$ cat src/rtl/linkpoll_pkg.sv
package linkpoll_pkg;
  localparam int PHYW = 5;
  localparam int DW   = 32;
  localparam int CW   = 16;

  typedef struct packed {
    logic [1:0] speed;
    logic       duplex;
    logic       link;
  } lnk_st_t;

  typedef enum logic [1:0] {ST_BMSR, ST_ADV, ST_LPA} step_e;

  localparam logic [PHYW-1:0] PREG_BMSR = 5'd1;
  localparam logic [PHYW-1:0] PREG_ADV  = 5'd4;
  localparam logic [PHYW-1:0] PREG_LPA  = 5'd5;

  localparam logic [1:0] SPD_10  = 2'd0;
  localparam logic [1:0] SPD_100 = 2'd1;

  localparam logic [DW-1:0] CFG_MASK = 32'hFF00_1F1F;
  localparam int CFG_EN    = 31;
  localparam int CFG_PRE   = 30;
  localparam int CTL_FORCE = 15;
  localparam int CTL_TXEN  = 14;
  localparam int CTL_RXEN  = 13;
  localparam int CTL_RXFC  = 5;
  localparam int CTL_TXFC  = 4;
endpackage

$ cat src/rtl/linkpoll_seq.sv
module linkpoll_seq
  import linkpoll_pkg::*;
(
  input  logic            clk_i,
  input  logic            rst_ni,
  input  logic            en_i,
  input  logic [PHYW-1:0] first_i,
  input  logic [PHYW-1:0] last_i,
  output logic            req_o,
  output logic [PHYW-1:0] phy_o,
  output logic [PHYW-1:0] reg_o,
  input  logic            ack_i,
  input  logic [15:0]     rdata_i,
  output logic            upd_o,
  output logic [PHYW-1:0] upd_phy_o,
  output lnk_st_t         upd_st_o
);
  logic            busy_q;
  step_e           step_q;
  logic [PHYW-1:0] cur_q;
  logic            lnk_q;
  logic [2:0]      adv_q;
  logic [2:0]      common;
  logic            unused_rdata;

  assign unused_rdata = ^{rdata_i[15:9], rdata_i[5:3], rdata_i[1:0]};

  always_ff @(posedge clk_i or negedge rst_ni) begin
    if (!rst_ni) begin
      busy_q <= 1'b0;
      step_q <= ST_BMSR;
      cur_q  <= '0;
      lnk_q  <= 1'b0;
      adv_q  <= '0;
    end else if (!busy_q) begin
      if (en_i) begin
        busy_q <= 1'b1;
        cur_q  <= first_i;
        step_q <= ST_BMSR;
      end
    end else if (ack_i) begin
      case (step_q)
        ST_BMSR: begin lnk_q <= rdata_i[2]; step_q <= ST_ADV; end
        ST_ADV:  begin adv_q <= rdata_i[8:6]; step_q <= ST_LPA; end
        default: begin
          step_q <= ST_BMSR;
          cur_q  <= (cur_q >= last_i) ? first_i : cur_q + 1'b1;
          if (!en_i) busy_q <= 1'b0;  // stop only at an address boundary
        end
      endcase
    end
  end

  always_comb begin
    case (step_q)
      ST_BMSR: reg_o = PREG_BMSR;
      ST_ADV:  reg_o = PREG_ADV;
      default: reg_o = PREG_LPA;
    endcase
  end

  assign req_o = busy_q;
  assign phy_o = cur_q;

  // highest common ability from advertisement AND partner
  assign common = adv_q & rdata_i[8:6];
  always_comb begin
    upd_st_o.link = lnk_q;
    if (common[2])      begin upd_st_o.speed = SPD_100; upd_st_o.duplex = 1'b1; end
    else if (common[1]) begin upd_st_o.speed = SPD_100; upd_st_o.duplex = 1'b0; end
    else if (common[0]) begin upd_st_o.speed = SPD_10;  upd_st_o.duplex = 1'b1; end
    else                begin upd_st_o.speed = SPD_10;  upd_st_o.duplex = 1'b0; end
  end

  assign upd_o     = busy_q && ack_i && (step_q == ST_LPA);
  assign upd_phy_o = cur_q;
endmodule

$ cat src/rtl/linkpoll_port.sv
module linkpoll_port
  import linkpoll_pkg::*;
#(
  parameter int IDX = 0
) (
  input  logic            clk_i,
  input  logic            rst_ni,
  input  logic            upd_i,
  input  logic [PHYW-1:0] upd_phy_i,
  input  lnk_st_t         upd_st_i,
  input  logic            ctl_wr_i,
  input  logic [CW-1:0]   ctl_wdata_i,
  output logic [CW-1:0]   ctl_o,
  output lnk_st_t         st_o,
  output logic            chg_o
);
  lnk_st_t       polled_q;
  logic [CW-1:0] ctl_q;
  logic          link_q;

  always_ff @(posedge clk_i or negedge rst_ni) begin
    if (!rst_ni) begin
      polled_q <= '0;
      ctl_q    <= '0;
      link_q   <= 1'b0;
    end else begin
      if (upd_i && upd_phy_i == PHYW'(IDX)) polled_q <= upd_st_i;
      if (ctl_wr_i) ctl_q <= ctl_wdata_i;
      link_q <= st_o.link;
    end
  end

  assign st_o  = ctl_q[CTL_FORCE] ? lnk_st_t'(ctl_q[3:0]) : polled_q;
  assign chg_o = st_o.link != link_q;
  assign ctl_o = ctl_q;
endmodule

$ cat src/rtl/linkpoll_irq.sv
module linkpoll_irq #(
  parameter int NPORT = 7
) (
  input  logic             clk_i,
  input  logic             rst_ni,
  input  logic [NPORT-1:0] chg_i,
  input  logic             ist_wr_i,
  input  logic             msk_wr_i,
  input  logic [NPORT-1:0] wdata_i,
  output logic [NPORT-1:0] ist_o,
  output logic [NPORT-1:0] msk_o,
  output logic             irq_o
);
  logic [NPORT-1:0] ist_q, msk_q, clr;

  assign clr = ist_wr_i ? wdata_i : '0;

  always_ff @(posedge clk_i or negedge rst_ni) begin
    if (!rst_ni) begin
      ist_q <= '0;
      msk_q <= '1;
    end else begin
      ist_q <= (ist_q & ~clr) | chg_i;  // a new change wins over a clear
      if (msk_wr_i) msk_q <= wdata_i;
    end
  end

  assign ist_o = ist_q;
  assign msk_o = msk_q;
  assign irq_o = |(ist_q & ~msk_q);
endmodule

$ cat src/rtl/linkpoll_top.sv
module linkpoll_top
  import linkpoll_pkg::*;
#(
  parameter int NPORT = 7,
  parameter int AW    = 5
) (
  input  logic             clk_i,
  input  logic             rst_ni,
  input  logic             reg_wr_i,
  input  logic [AW-1:0]    reg_addr_i,
  input  logic [DW-1:0]    reg_wdata_i,
  output logic [DW-1:0]    reg_rdata_o,
  output logic             mdio_req_o,
  output logic [PHYW-1:0]  mdio_phy_o,
  output logic [PHYW-1:0]  mdio_reg_o,
  input  logic             mdio_ack_i,
  input  logic [15:0]      mdio_rdata_i,
  output logic             mdio_pre_o,
  output logic [5:0]       mdio_clkdiv_o,
  output logic [NPORT-1:0] port_tx_en_o,
  output logic [NPORT-1:0] port_rx_en_o,
  output logic [NPORT-1:0] port_txfc_o,
  output logic [NPORT-1:0] port_rxfc_o,
  output logic             irq_o
);
  localparam logic [1:0] GRP_GLB = 2'b00;
  localparam logic [1:0] GRP_CTL = 2'b01;
  localparam logic [1:0] GRP_STA = 2'b10;

  logic [DW-1:0]    cfg_q;
  logic             poll_en;
  logic [1:0]       grp;
  logic [2:0]       sel;
  logic             upd;
  logic [PHYW-1:0]  upd_phy;
  lnk_st_t          upd_st;
  logic [NPORT-1:0] chg, ists_q, mask_q;
  logic [CW-1:0]    ctl [NPORT];
  lnk_st_t          st  [NPORT];
  logic             unused_addr;

  assign grp         = reg_addr_i[4:3];
  assign sel         = reg_addr_i[2:0];
  assign unused_addr = ^reg_addr_i[AW-1:0];

  always_ff @(posedge clk_i or negedge rst_ni) begin
    if (!rst_ni) cfg_q <= '0;
    else if (reg_wr_i && grp == GRP_GLB && sel == 3'd0) cfg_q <= reg_wdata_i & CFG_MASK;
  end

  assign poll_en       = cfg_q[CFG_EN];
  assign mdio_pre_o    = cfg_q[CFG_PRE];
  assign mdio_clkdiv_o = cfg_q[29:24];

  linkpoll_seq u_seq (
    .clk_i, .rst_ni,
    .en_i      (poll_en),
    .first_i   (cfg_q[4:0]),
    .last_i    (cfg_q[12:8]),
    .req_o     (mdio_req_o),
    .phy_o     (mdio_phy_o),
    .reg_o     (mdio_reg_o),
    .ack_i     (mdio_ack_i),
    .rdata_i   (mdio_rdata_i),
    .upd_o     (upd),
    .upd_phy_o (upd_phy),
    .upd_st_o  (upd_st)
  );

  for (genvar p = 0; p < NPORT; p++) begin : g_port
    linkpoll_port #(.IDX(p)) u_port (
      .clk_i, .rst_ni,
      .upd_i       (upd),
      .upd_phy_i   (upd_phy),
      .upd_st_i    (upd_st),
      .ctl_wr_i    (reg_wr_i && grp == GRP_CTL && sel == 3'(p)),
      .ctl_wdata_i (reg_wdata_i[CW-1:0]),
      .ctl_o       (ctl[p]),
      .st_o        (st[p]),
      .chg_o       (chg[p])
    );
    assign port_tx_en_o[p] = ctl[p][CTL_TXEN];
    assign port_rx_en_o[p] = ctl[p][CTL_RXEN];
    assign port_txfc_o[p]  = ctl[p][CTL_TXFC];
    assign port_rxfc_o[p]  = ctl[p][CTL_RXFC];
  end

  linkpoll_irq #(.NPORT(NPORT)) u_irq (
    .clk_i, .rst_ni,
    .chg_i    (chg),
    .ist_wr_i (reg_wr_i && grp == GRP_GLB && sel == 3'd1),
    .msk_wr_i (reg_wr_i && grp == GRP_GLB && sel == 3'd2),
    .wdata_i  (reg_wdata_i[NPORT-1:0]),
    .ist_o    (ists_q),
    .msk_o    (mask_q),
    .irq_o    (irq_o)
  );

  always_comb begin
    reg_rdata_o = '0;
    case (grp)
      GRP_GLB: begin
        if (sel == 3'd0) reg_rdata_o = cfg_q;
        if (sel == 3'd1) reg_rdata_o = DW'(ists_q);
        if (sel == 3'd2) reg_rdata_o = DW'(mask_q);
      end
      GRP_CTL: if (int'(sel) < NPORT) reg_rdata_o = DW'(ctl[sel]);
      GRP_STA: if (int'(sel) < NPORT) reg_rdata_o = DW'(st[sel]);
      default: reg_rdata_o = '0;
    endcase
  end
endmodule

$ cat config.mk
export PLATFORM = sky130hd
export DESIGN_NAME = linkpoll_top
export DESIGN_NICKNAME = d
export VERILOG_FILES = /design/src/rtl/linkpoll_pkg.sv /design/src/rtl/linkpoll_seq.sv /design/src/rtl/linkpoll_port.sv /design/src/rtl/linkpoll_irq.sv /design/src/rtl/linkpoll_top.sv
export SDC_FILE = /design/constraint.sdc
export NUM_CORES = 1
export LEC_CHECK = 0
export BUFFER_PORTS_ARGS = -buffer_cell sky130_fd_sc_hd__buf_4
export CORE_MARGIN = 5
export CORE_UTILIZATION = 52
export CTS_CLUSTER_DIAMETER = 30
export DETAILED_ROUTE_END_ITERATION = 8
export GPL_ROUTABILITY_DRIVEN = 0
export PLACE_DENSITY = 0.77
export SYNTH_ARGS = -nofsm -noshare
export SYNTH_HDL_FRONTEND = slang
export SYNTH_HIERARCHICAL = 1
export SYNTH_SLANG_ARGS = --single-unit
$ cat constraint.sdc
create_clock -name clk_i -period 2.4 [get_ports clk_i]
set_input_delay 0.6 -clock clk_i [delete_from_list [all_inputs] [get_ports clk_i]]
set_output_delay 0.6 -clock clk_i [all_outputs]
set_load 0.005 [all_outputs]
; After elaboration in Yosys (flattened, before gate mapping)
; Cells that the tools add are included.
[classes]
addsub = 1
magnitude_cmp = 3
eq_ne = 25
muxes = 37
bitwise_logic = 7
reduce_logical = 32
[op_table]
columns = op, count
row1 = 32-bit 2-to-1 mux, 3
row2 = 32-bit one-hot mux with 3 select lines, 1
row3 = 16-bit binary-select mux with 3-bit select, 1
row4 = 16-bit 2-to-1 mux, 3
row5 = 4-bit 2-to-1 mux, 10
row6 = 5-bit 2-to-1 mux, 5
row7 = 1-bit logical AND, 21
row8 = "5-bit by 3-bit == test with 1-bit output, second input constant", 3
row9 = 7-bit bitwise AND, 2
row10 = 7-bit NOT, 2
row11 = 4-bit binary-select mux with 3-bit select, 1
row12 = "5-bit by 2-bit == test with 1-bit output, second input constant", 2
row13 = "3-bit == test, second input constant", 3
row14 = 3-bit AND reduction, 3
row15 = 7-bit 2-to-1 mux, 1
row16 = 1-bit != test, 7
row17 = 7-bit bitwise OR, 1
row18 = 7-bit OR reduction, 1
row19 = "3-bit by 2-bit == test with 1-bit output, second input constant", 2
row20 = 2-bit 2-to-1 mux, 3
row21 = 3-bit 2-to-1 mux, 2
row22 = 3-bit one-hot mux with 2 select lines, 1
row23 = "5-bit by 1-bit adder with 5-bit output, second input constant", 1
row24 = "5-bit by 1-bit == test with 1-bit output, second input constant", 1
row25 = 17 further kinds, 25
[totals]
ff_bits = 191
input_bits = 57
output_inout_bits = 79

; Longest topological paths before layout
[depth]
depth_word = 7
ltp_mapped = 8
depth_no_buf = 7

; Hierarchy
; The synthesis kept the hierarchy.
[modules_own_cells]
columns = mod, n_inst, cells_each, area_each_um2
row1 = linkpoll_port at g_port[1].u_port ..., 3, 50, 840.8
row2 = linkpoll_top, 1, 241, 2366.0
row3 = linkpoll_port at g_port[5].u_port ..., 2, 50, 862.1
row4 = linkpoll_port at g_port[3].u_port, 1, 51, 855.8
row5 = linkpoll_seq, 1, 88, 850.8
row6 = linkpoll_port at g_port[0].u_port, 1, 50, 838.3
row7 = linkpoll_irq, 1, 46, 576.8

; Worst setup path after synthesis
; Ideal clock, no wire load.
[synth_timing]
path_type = input to output
start = input port reg_addr_i[0]
end = output port reg_rdata_o[0]
t_arrival_ns = 1.935
path_slack_ns = -0.135
cell_stages = 5
path_cell_list = buf_2 > buf_2 > mux4_2 > o211ai_1 > o221ai_1
[synth_between]
elab_chain_cells = 6
word_cells_on_any_way = 17
classes_between = order compare (1) / eq/ne (2) / mux (12) / bitwise (1) / reduce/logical (1)
[synth_lines]
columns = element, line
row1 = "start, declared", linkpoll_top.sv:10  ; input logic [AW-1:0] reg_addr_i,
row2 = 3-bit NOT with 4-bit output (implied by the code), "linkpoll_top.sv:107, linkpoll_top.sv:108"
row3 = 4-bit binary-select mux with 3-bit select / 16-bit binary-select mux with 3-bit select (equally long branches), "linkpoll_top.sv:108, linkpoll_top.sv:107"
row4 = 4-bit 2-to-1 mux (implied by the code) / 16-bit 2-to-1 mux (equally long branches) (2 in series), "linkpoll_top.sv:108, linkpoll_top.sv:107"
row5 = 4-bit 2-to-1 mux / 16-bit 2-to-1 mux (equally long branches), "linkpoll_top.sv:108, linkpoll_top.sv:107"
row6 = 32-bit one-hot mux with 3 select lines (*), linkpoll_top.sv:101  ; case (grp)
row7 = "end, declared", linkpoll_top.sv:12  ; output logic [DW-1:0] reg_rdata_o,
; Mark *: on every way between the ends. The rest lies on a longest branch, timed or not. The select of a mux whose other input is x is not followed.

==> out/qor.txt <==
status -> finished, violations left
failing checks -> negative setup slack
M3 GR Usage -> 4.69%
wire per inst -> 21.4 um
CP Data Required Time -> 1800 ps
pwr dens -> 863 nW/um2
antenna viol nets, final -> 0
critical path launch point -> g_port[2].u_port/ctl_o[15]
top post-synthesis cells by area -> dfrtp_1 (47%), mux2_2 (19%), mux4_2 (4.6%), mux2_4 (3.9%), mux2i_1 (2.7%)
area fraction of the dominant cell type after synthesis -> 47.3%
fin util -> 65.3%
Lkg Pwr -> 5.79 nW
core area -> 18600 um2
Clock power frac -> 29.3%
post-synthesis cell type count -> 60
Via density -> 5.82
GR Overflow Total -> 0
Fin. Hold Viols -> 0
GR Util met2 -> 37.6%
full die area -> 21600 um2
initial antenna violation count -> 0
critical path endpoint category -> output pin
Switching Share -> 28.9%
DR DRC count -> 0
gr busiest metal -> met2
Syn Inst Count -> 726
Ports -> 136
vias in the first global route -> 6791
diode count -> 0
area leader, netlist -> dfrtp_1
PnR worst setup slack -> -348 ps
hold_buf cts -> 0
root buf cell -> clkbuf_16
Final period util -> 115%
Final setup viols -> 12
combinational share of power -> 27.7%
Seq/Total Area, Yosys -> 49.2%
Longest Clk Path Bufs -> 2
unrepaired setup endpoints after global routing -> true
vias -> 6547
layout cells sized above 1 -> 55.8%
clk sink count -> 191
Setup Skew -> 8.95 ps
crit start category -> register
Synth Area per Inst -> 13.4 um2
H-tree level count -> 4
worst-path maximum fanout -> 6
GRT Total Usage -> 22.6%
GR Util met1 -> 30.1%
final wirelength -> 24000 um
initial DRC count -> 416
commonest register cell after synthesis -> dfrtp_1
num rows -> 50
Synth-to-Final Area Change -> 24.6%
worst skew pair latency -> 430 ps
total chip power -> 10.5 mW
Synth Register Bits -> 191
Min-Delay Path Class -> input port to asynchronous set/reset pin
max-cap viol count -> 0
first-pass GRT wire length -> 38200 um
Hold Slack -> 101 ps
CTS tree -> done
setup TNS -> -2130 ps
Initial Util -> 52.4%
Filler cells -> 1352
pin count of the biggest net entering global routing -> 59
worst r2r src -> cfg_q[10]
minimum clock period -> 2750 ps
Max rail drop VDD -> 0.000650 V
hpwl dp -> 16700 um
Int Pwr -> 7.44 mW
sw power -> 3.03 mW
Flop pwr share -> 43.0%
number of port buffers -> 104
ys async rst share -> 100%
final net count -> 941
Reg clk slew, reported paths -> 70 ps
Max Clk Rate -> 364 MHz
Setup CP Type -> register to output pin
1st-pass router iterations -> 5
Ys Warns -> 6
Netlist Area Pre-Place -> 9730 um2
Post-synth EDFFs -> 0
Arr. time, crit path -> 2150 ps
Die Wd -> 147 um
die height -> 147 um
final max-slew violation count -> 0
CTS Buf Count -> 17
-- cells by family (layout without fill, tap and decap cells) --
kind of cell	Yosys count	count (layout)	synth area share [%]
multiplexers	246	246	31.4
flip-flops	191	191	49.2
AND/OR/NAND/NOR	101	101	6.56
buffers and inverters	89	243	5.04
AO/OA/AOI/OAI	84	84	6.34
XOR/XNOR	7	7	0.630
adder cells (fa/ha/maj)	6	6	0.771
other	2	12	0.0771
-- flip-flops by register name (all words and copies together), names as in the netlist --
name,cells
u_irq/ist_o,7
g_port.u_port/ctl_o,112
g_port.u_port/link_q,7
u_seq/phy_o,5
u_irq/msk_o,7
u_seq/req_o,1
g_port.u_port/polled_q,28
cfg_q,18
u_seq/lnk_q,1
u_seq/adv_q,3
u_seq/step_q,2
-- placed cells by master (no fill, tap or decap), drive strengths merged, types with 7 or more instances in the layout --
master,n
buf,187
clkbuf,22
mux2,200
o221ai,15
inv,29
and2,8
a21oi,19
a21o,9
dfstp,7
nand3b,9
dfrtp,184
conb,12
mux4,20
nand2,23
mux2i,26
o21ai,9
xor2,7
nor2,26
-- worst max-delay path: stages, from the launching register on --
cell and delay (ps):
dfrtp_2 450, mux2_2 350, mux4_2 500, o21ai_2 150
o221ai_2 110, buf_4 150
-- synth_stat cells (2+ instances only) --
cell type	count
dfrtp_1	184
mux2_2	168
buf_4	27
mux2i_1	26
nor2_1	26
mux2_4	25
inv_1	24
nand2_1	22
buf_2	20
mux4_2	20
a21oi_1	18
o221ai_1	15
clkbuf_1	10
a21o_1	9
and2_1	8
dfstp_2	7
mux2_1	7
o21ai_0	7
xor2_1	7
ha_1	6
a22o_1	5
a2bb2oi_1	5
nand3_1	5
nand3b_2	5
a211oi_1	4
buf_1	4
buf_6	4
nand2b_1	4
o211ai_1	4
a22oi_1	3
and3_1	3
nor2b_1	3
nor3_1	3
nor4b_2	3
o22a_1	3
o22ai_1	3
and4bb_1	2
conb_1	2
nand3b_1	2
nand3b_4	2
nand4_1	2
-- timing repair --
action	4_1_cts	5_1_grt
endpoints found under the hold margin	0	0
setup buffers	8	7
pin swaps	10	18
endpoints found under the setup margin	25	25
gates cloned	3	1
gates resized for setup	45	36
-- worst paths after layout --
path | to | cells past startpoint | slack (ps)
max | reg_rdata_o[1] | 5 | -350
min | g_port[0].u_port/ctl_o[9] | 1 | 100
max reg2reg | u_seq/phy_o[2] | 7 | 400
min reg2reg | u_seq/adv_q[0] | 1 | 500
max in group asynchronous | u_irq/msk_o[0] | 2 | 1600
min in group clk_i | u_seq/adv_q[2] | 2 | 400
-- per-stage QoR --
| stage | cell area [um2] | worst slack, ps | std cells |
|---|---|---|---|
| after global placement | 11100 | -199 | 1076 |
| after floorplan | 9790 | 7.96 | 736 |
| after global routing | 12100 | -404 | 1124 |
| after CTS | 12000 | -357 | 1118 |
| final | 12100 | -348 | 1124 |
| after detailed placement | 11100 | -221 | 1076 |
-- power by group through the flow --
stage	Combinational [mW]	Sequential (mW)	Clock, mW
global route	3.15	4.59	3.26
CTS	2.87	4.48	3.11
finish	2.90	4.50	3.07
global placement	2.67	4.50	0
detailed placement	2.76	4.53	0
floorplan	1.87	4.39	0
-- metal layers --
layer,vias to the layer above,share of wire [%],routed length [um]
met1,3354,43,10200
li1,2917,-,-
met4,0,2.6,615
met5,-,0,0
met2,228,49,11900
met3,48,5.5,1320
-- final cells by class --
type / instances / area, um2 / share of cell area (%)
timing repair buffer: 188 / 1680 / 13.8
multi-input combinational: 456 / 4630 / 38.2
clock inverter: 10 / 171 / 1.41
sequential: 191 / 4800 / 39.5
inverter: 24 / 90.1 / 0.742
clock buffer: 21 / 470 / 3.88
tap: 234 / 293 / 2.41
No activity file was read; power rests on OpenSTA's default activity.
